==> src/rtl/bat_pkg.sv <==
package bat_pkg;
  localparam int unsigned ACC_W = 2;
  typedef enum logic [ACC_W-1:0] {
    ACC_READ  = 2'b00,
    ACC_WRITE = 2'b01,
    ACC_FETCH = 2'b10
  } acc_e;

  function automatic logic prot_allows(input logic [1:0] prot, input logic [ACC_W-1:0] acc);
    unique case (prot)
      2'b00:   prot_allows = 1'b0;
      2'b10:   prot_allows = 1'b1;
      default: prot_allows = (acc != ACC_WRITE);
    endcase
  endfunction
endpackage

==> src/rtl/bat_regfile.sv <==
module bat_regfile #(
  parameter int unsigned AW     = 32,
  parameter int unsigned NPAIRS = 4,
  localparam int unsigned WA_W  = $clog2(NPAIRS) + 1
) (
  input  logic                 clk_i,
  input  logic                 rst_ni,
  input  logic                 wr_en_i,
  input  logic [WA_W-1:0]      wr_addr_i,
  input  logic [AW-1:0]        wr_data_i,
  output logic [NPAIRS-1:0][AW-1:0] up_o,
  output logic [NPAIRS-1:0][AW-1:0] lo_o
);
  for (genvar i = 0; i < NPAIRS; i++) begin : g_pair
    always_ff @(posedge clk_i or negedge rst_ni) begin
      if (!rst_ni) begin
        up_o[i] <= '0;
        lo_o[i] <= '0;
      end else if (wr_en_i && wr_addr_i[WA_W-1:1] == (WA_W-1)'(i)) begin
        if (wr_addr_i[0]) lo_o[i] <= wr_data_i;
        else              up_o[i] <= wr_data_i;
      end
    end
  end
endmodule

==> src/rtl/bat_match.sv <==
module bat_match #(
  parameter int unsigned AW      = 32,
  parameter int unsigned LEN_W   = 11,
  parameter int unsigned FLOOR_W = 17,
  parameter int unsigned LEN_LSB = 2
) (
  input  logic          user_i,
  input  logic [AW-1:0] ea_i,
  input  logic [AW-1:0] up_i,
  input  logic [AW-1:0] lo_i,
  output logic          hit_o,
  output logic [AW-1:0] ra_o
);
  localparam logic [AW-1:0] FLOOR_MASK = AW'({FLOOR_W{1'b1}});

  logic [LEN_W-1:0] len;
  logic [AW-1:0]    off_mask, base_ea, base_ra;
  logic             valid;

  assign len      = up_i[LEN_LSB +: LEN_W];
  assign off_mask = (AW'(len) << FLOOR_W) | FLOOR_MASK;
  assign base_ea  = up_i & ~FLOOR_MASK;
  assign base_ra  = lo_i & ~FLOOR_MASK;
  assign valid    = user_i ? up_i[0] : up_i[1];
  assign hit_o    = valid && ((ea_i & ~off_mask) == base_ea);
  assign ra_o     = (ea_i & off_mask) | base_ra;
endmodule

==> src/rtl/bat_xlate.sv <==
module bat_xlate
  import bat_pkg::*;
#(
  parameter int unsigned AW      = 32,
  parameter int unsigned NPAIRS  = 4,
  parameter int unsigned LEN_W   = 11,
  parameter int unsigned FLOOR_W = 17,
  localparam int unsigned WA_W   = $clog2(NPAIRS) + 1
) (
  input  logic             clk_i,
  input  logic             rst_ni,
  input  logic             wr_en_i,
  input  logic [WA_W-1:0]  wr_addr_i,
  input  logic [AW-1:0]    wr_data_i,
  input  logic             relocate_i,
  input  logic             user_i,
  input  logic [ACC_W-1:0] acc_i,
  input  logic [AW-1:0]    ea_i,
  output logic             hit_o,
  output logic [AW-1:0]    ra_o,
  output logic             fault_o
);
  logic [NPAIRS-1:0][AW-1:0] up, lo;
  logic [NPAIRS-1:0]         pair_hit;
  logic [NPAIRS-1:0][AW-1:0] pair_ra;
  logic                      any_hit;
  logic [AW-1:0]             win_ra;
  logic [1:0]                win_prot;

  bat_regfile #(.AW(AW), .NPAIRS(NPAIRS)) u_regs (
    .clk_i, .rst_ni, .wr_en_i, .wr_addr_i, .wr_data_i,
    .up_o(up), .lo_o(lo)
  );

  for (genvar i = 0; i < NPAIRS; i++) begin : g_match
    bat_match #(.AW(AW), .LEN_W(LEN_W), .FLOOR_W(FLOOR_W)) u_match (
      .user_i, .ea_i, .up_i(up[i]), .lo_i(lo[i]),
      .hit_o(pair_hit[i]), .ra_o(pair_ra[i])
    );
  end

  // descending scan: lowest index written last wins
  always_comb begin
    any_hit  = 1'b0;
    win_ra   = '0;
    win_prot = 2'b00;
    for (int i = NPAIRS - 1; i >= 0; i--) begin
      if (pair_hit[i]) begin
        any_hit  = 1'b1;
        win_ra   = pair_ra[i];
        win_prot = lo[i][1:0];
      end
    end
  end

  always_comb begin
    if (!relocate_i) begin
      hit_o   = 1'b1;
      ra_o    = ea_i;
      fault_o = 1'b0;
    end else begin
      hit_o   = any_hit;
      ra_o    = win_ra;
      fault_o = any_hit && !prot_allows(win_prot, acc_i);
    end
  end
endmodule

==> config.mk <==
export PLATFORM = sky130hd
export DESIGN_NAME = bat_xlate
export DESIGN_NICKNAME = d
export VERILOG_FILES = /design/src/rtl/bat_pkg.sv /design/src/rtl/bat_regfile.sv /design/src/rtl/bat_match.sv /design/src/rtl/bat_xlate.sv
export SDC_FILE = /design/constraint.sdc
export NUM_CORES = 1
export LEC_CHECK = 0
export BUFFER_PORTS_ARGS = -buffer_cell sky130_fd_sc_hd__buf_2
export CAP_MARGIN = 10
export CORE_AREA = 3 3 187 189
export CTS_CLUSTER_DIAMETER = 30
export DETAILED_ROUTE_END_ITERATION = 8
export DIE_AREA = 0 0 190 192
export HOLD_SLACK_MARGIN = 0.12
export PLACE_DENSITY = 0.55
export SLEW_MARGIN = 20
export SYNTH_ARGS = -nofsm -noshare
export SYNTH_HDL_FRONTEND = slang
export SYNTH_HIERARCHICAL = 1
export SYNTH_SLANG_ARGS = --single-unit
==> constraint.sdc <==
create_clock -name clk_i -period 3.1 [get_ports clk_i]
set_input_delay 0.465 -clock clk_i [delete_from_list [all_inputs] [get_ports clk_i]]
set_output_delay 0.465 -clock clk_i [all_outputs]
set_load 0.02 [all_outputs]
==> metrics.cfg <==
[clocking]
clk_latency_ns = 0.43
cts.sinks = 180
cts-root-buf = clkbuf_16
clk_path_buf_depth = 2
cts_made_buffers = 17
path_clk_slew_ns = 0.07
htree_num_levels = 4
cts_tree = done

[outcome]
status = finished, violations left
violations = negative setup slack

[finish]
syn_to_final_growth_pct = 18.5
final_cell_mix = dfrtp_1 (180), mux2_2 (161), buf_4 (99), buf_2 (72), a21o_1 (41)
nets = 1046
antenna_cells = 0
n_fill_cell = 3255
mostFrequentLayoutCell = dfrtp_1
fin_util = 0.372
drive_gt1_frac = 0.481
instances_no_fill = 1433

[drt]
drt_iter0_drc = 242
ant_nets = 0
remaining_drc_errors = 0
wl_per_cell_um = 18.1
wirelength_um = 25900
dr.pass1.iters = 4
vias = 6745
viasPerCell = 4.71

[sta]
period_needed_ns = 3.39
setup-violations-final = 32
fin_crit_sh = 1.09
hold_viol_final = 0
finalMaxSlewViolations = 0
setup_ws_ns = -0.292
worst_pin_slew_ns = 0.770
rsz0062_at_grt = yes
max_freq_ghz = 0.295
relSlewSlack = 0.487
fin_skew_ns = 0

[pwr]
finalPower_mw = 6.95
power.density_mw_per_mm2 = 558
p_leak_nw = 5.48
peakVddDrop_mv = 0.424

[placed_design]
dpl_worst_slack_ns = -0.351
gp_congestion = 0.738
portBuffers = 103
hpwl_um = 17100
placedCellCount = 1381

[floorplanning]
initial_utilization = 0.314
die_w_um = 190
ioPinCount = 108
die-area_mm2 = 0.0365
fp.dieH_um = 192
rows = 67
core_area_mm2 = 0.0334

[critical_path]
crit_fanout = 10
critPathLaunchType = register
cp.required_ns = 2.63
rr_worst_depth = 3
critPathKind = register to primary output
worst_setup_path_end_kind = primary output
critPathArrivalTime_ns = 2.93

[global_route]
track_usage = 0.145
grt_overflow = 0
antenna_found_initial = 2
grt_max_degree = 77
grt_pass1_wl_um = 40400
grt_pass1_vias = 6803

[synthesis]
syn_area_per_cell_um2 = 11.7
netlist_area_mm2 = 0.0105
ys.warnings.count = 6
synth_cells = 900
synthesis.nets = 974

[min_path]
hp-class = input pin to register
hold_path_depth = 2

[run]
maxCapViolations = 0

[critical path, cell delays in order (launching register included)]
cell and delay (ns):
dfrtp_1 0.38, nor2b_1 0.14, xnor2_1 0.17, nand4_1 0.26, nor4_4 0.29, and2b_2 0.22
buf_12 0.17, buf_12 0.15, a221oi_2 0.06, a211o_1 0.27, a31oi_1 0.21, buf_4 0.18
[per-stage QoR]
stage	TNS (ns)	hold slack, ns	instance area, um^2
4_1_cts	-10.18	0.274	12200
6_report	-7.03	0.298	12500
3_5_place_dp	-7.94	0.474	11300
3_3_place_gp	-8.35	0.461	11300
2_1_floorplan	0	0.169	10500
5_1_grt	-12.51	0.279	12500
[area by class of cell]
| type | count | area [um^2] | share of cell area |
|---|---|---|---|
| Timing Repair Buffer | 198 | 1580 | 0.127 |
| Clock buffer | 17 | 425 | 0.0342 |
| Multi-Input combinational cell | 541 | 5100 | 0.409 |
| Inverter | 34 | 128 | 0.0102 |
| Sequential cell | 180 | 4500 | 0.362 |
| Tap cell | 448 | 561 | 0.0450 |
| Clock inverter | 15 | 159 | 0.0128 |
[metal layers]
metal  up-vias  wire, um  track usage
met2       111     12100        0.235
met3        19       937       0.0248
met1      3357     12600        0.202
li1       3254         -            -
met4         4       265       0.0336
met5         -        22            0
[path summary, 6_finish.rpt]
kind | endpoint | start | slack [ns]
worst max-delay path | ra_o[7] | u_regs/up_o[103] | -0.29
worst min-delay path | u_regs/up_o[2] | wr_data_i[2] | 0.30
worst max register to register | u_regs/up_o[103] | u_regs/up_o[103] | 2.11
worst min register to register | u_regs/up_o[0] | u_regs/up_o[0] | 0.49
max in group asynchronous | u_regs/up_o[99] | rst_ni | 1.68
min in group asynchronous | u_regs/lo_o[118] | rst_ni | 0.64
[registers in the layout (all words and copies together), names as in the netlist]
name and count:
u_regs/up_o 112, u_regs/lo_o 68
[power breakdown]
part | total (mW) | switching [mW] | internal (mW)
clock network | 2.17 | 1.02 | 1.15
logic | 1.57 | 0.682 | 0.891
registers | 3.21 | 0.343 | 2.87
[what timing repair did]
item,in CTS,in global routing
hold buffers,1,0
cloned,3,0
setup buffers,10,8
pin swaps,33,17
resized for setup,43,36
endpoints found under the setup margin,34,34
endpoints found under the hold margin,65,0
(Power assumes the default switching activity.)
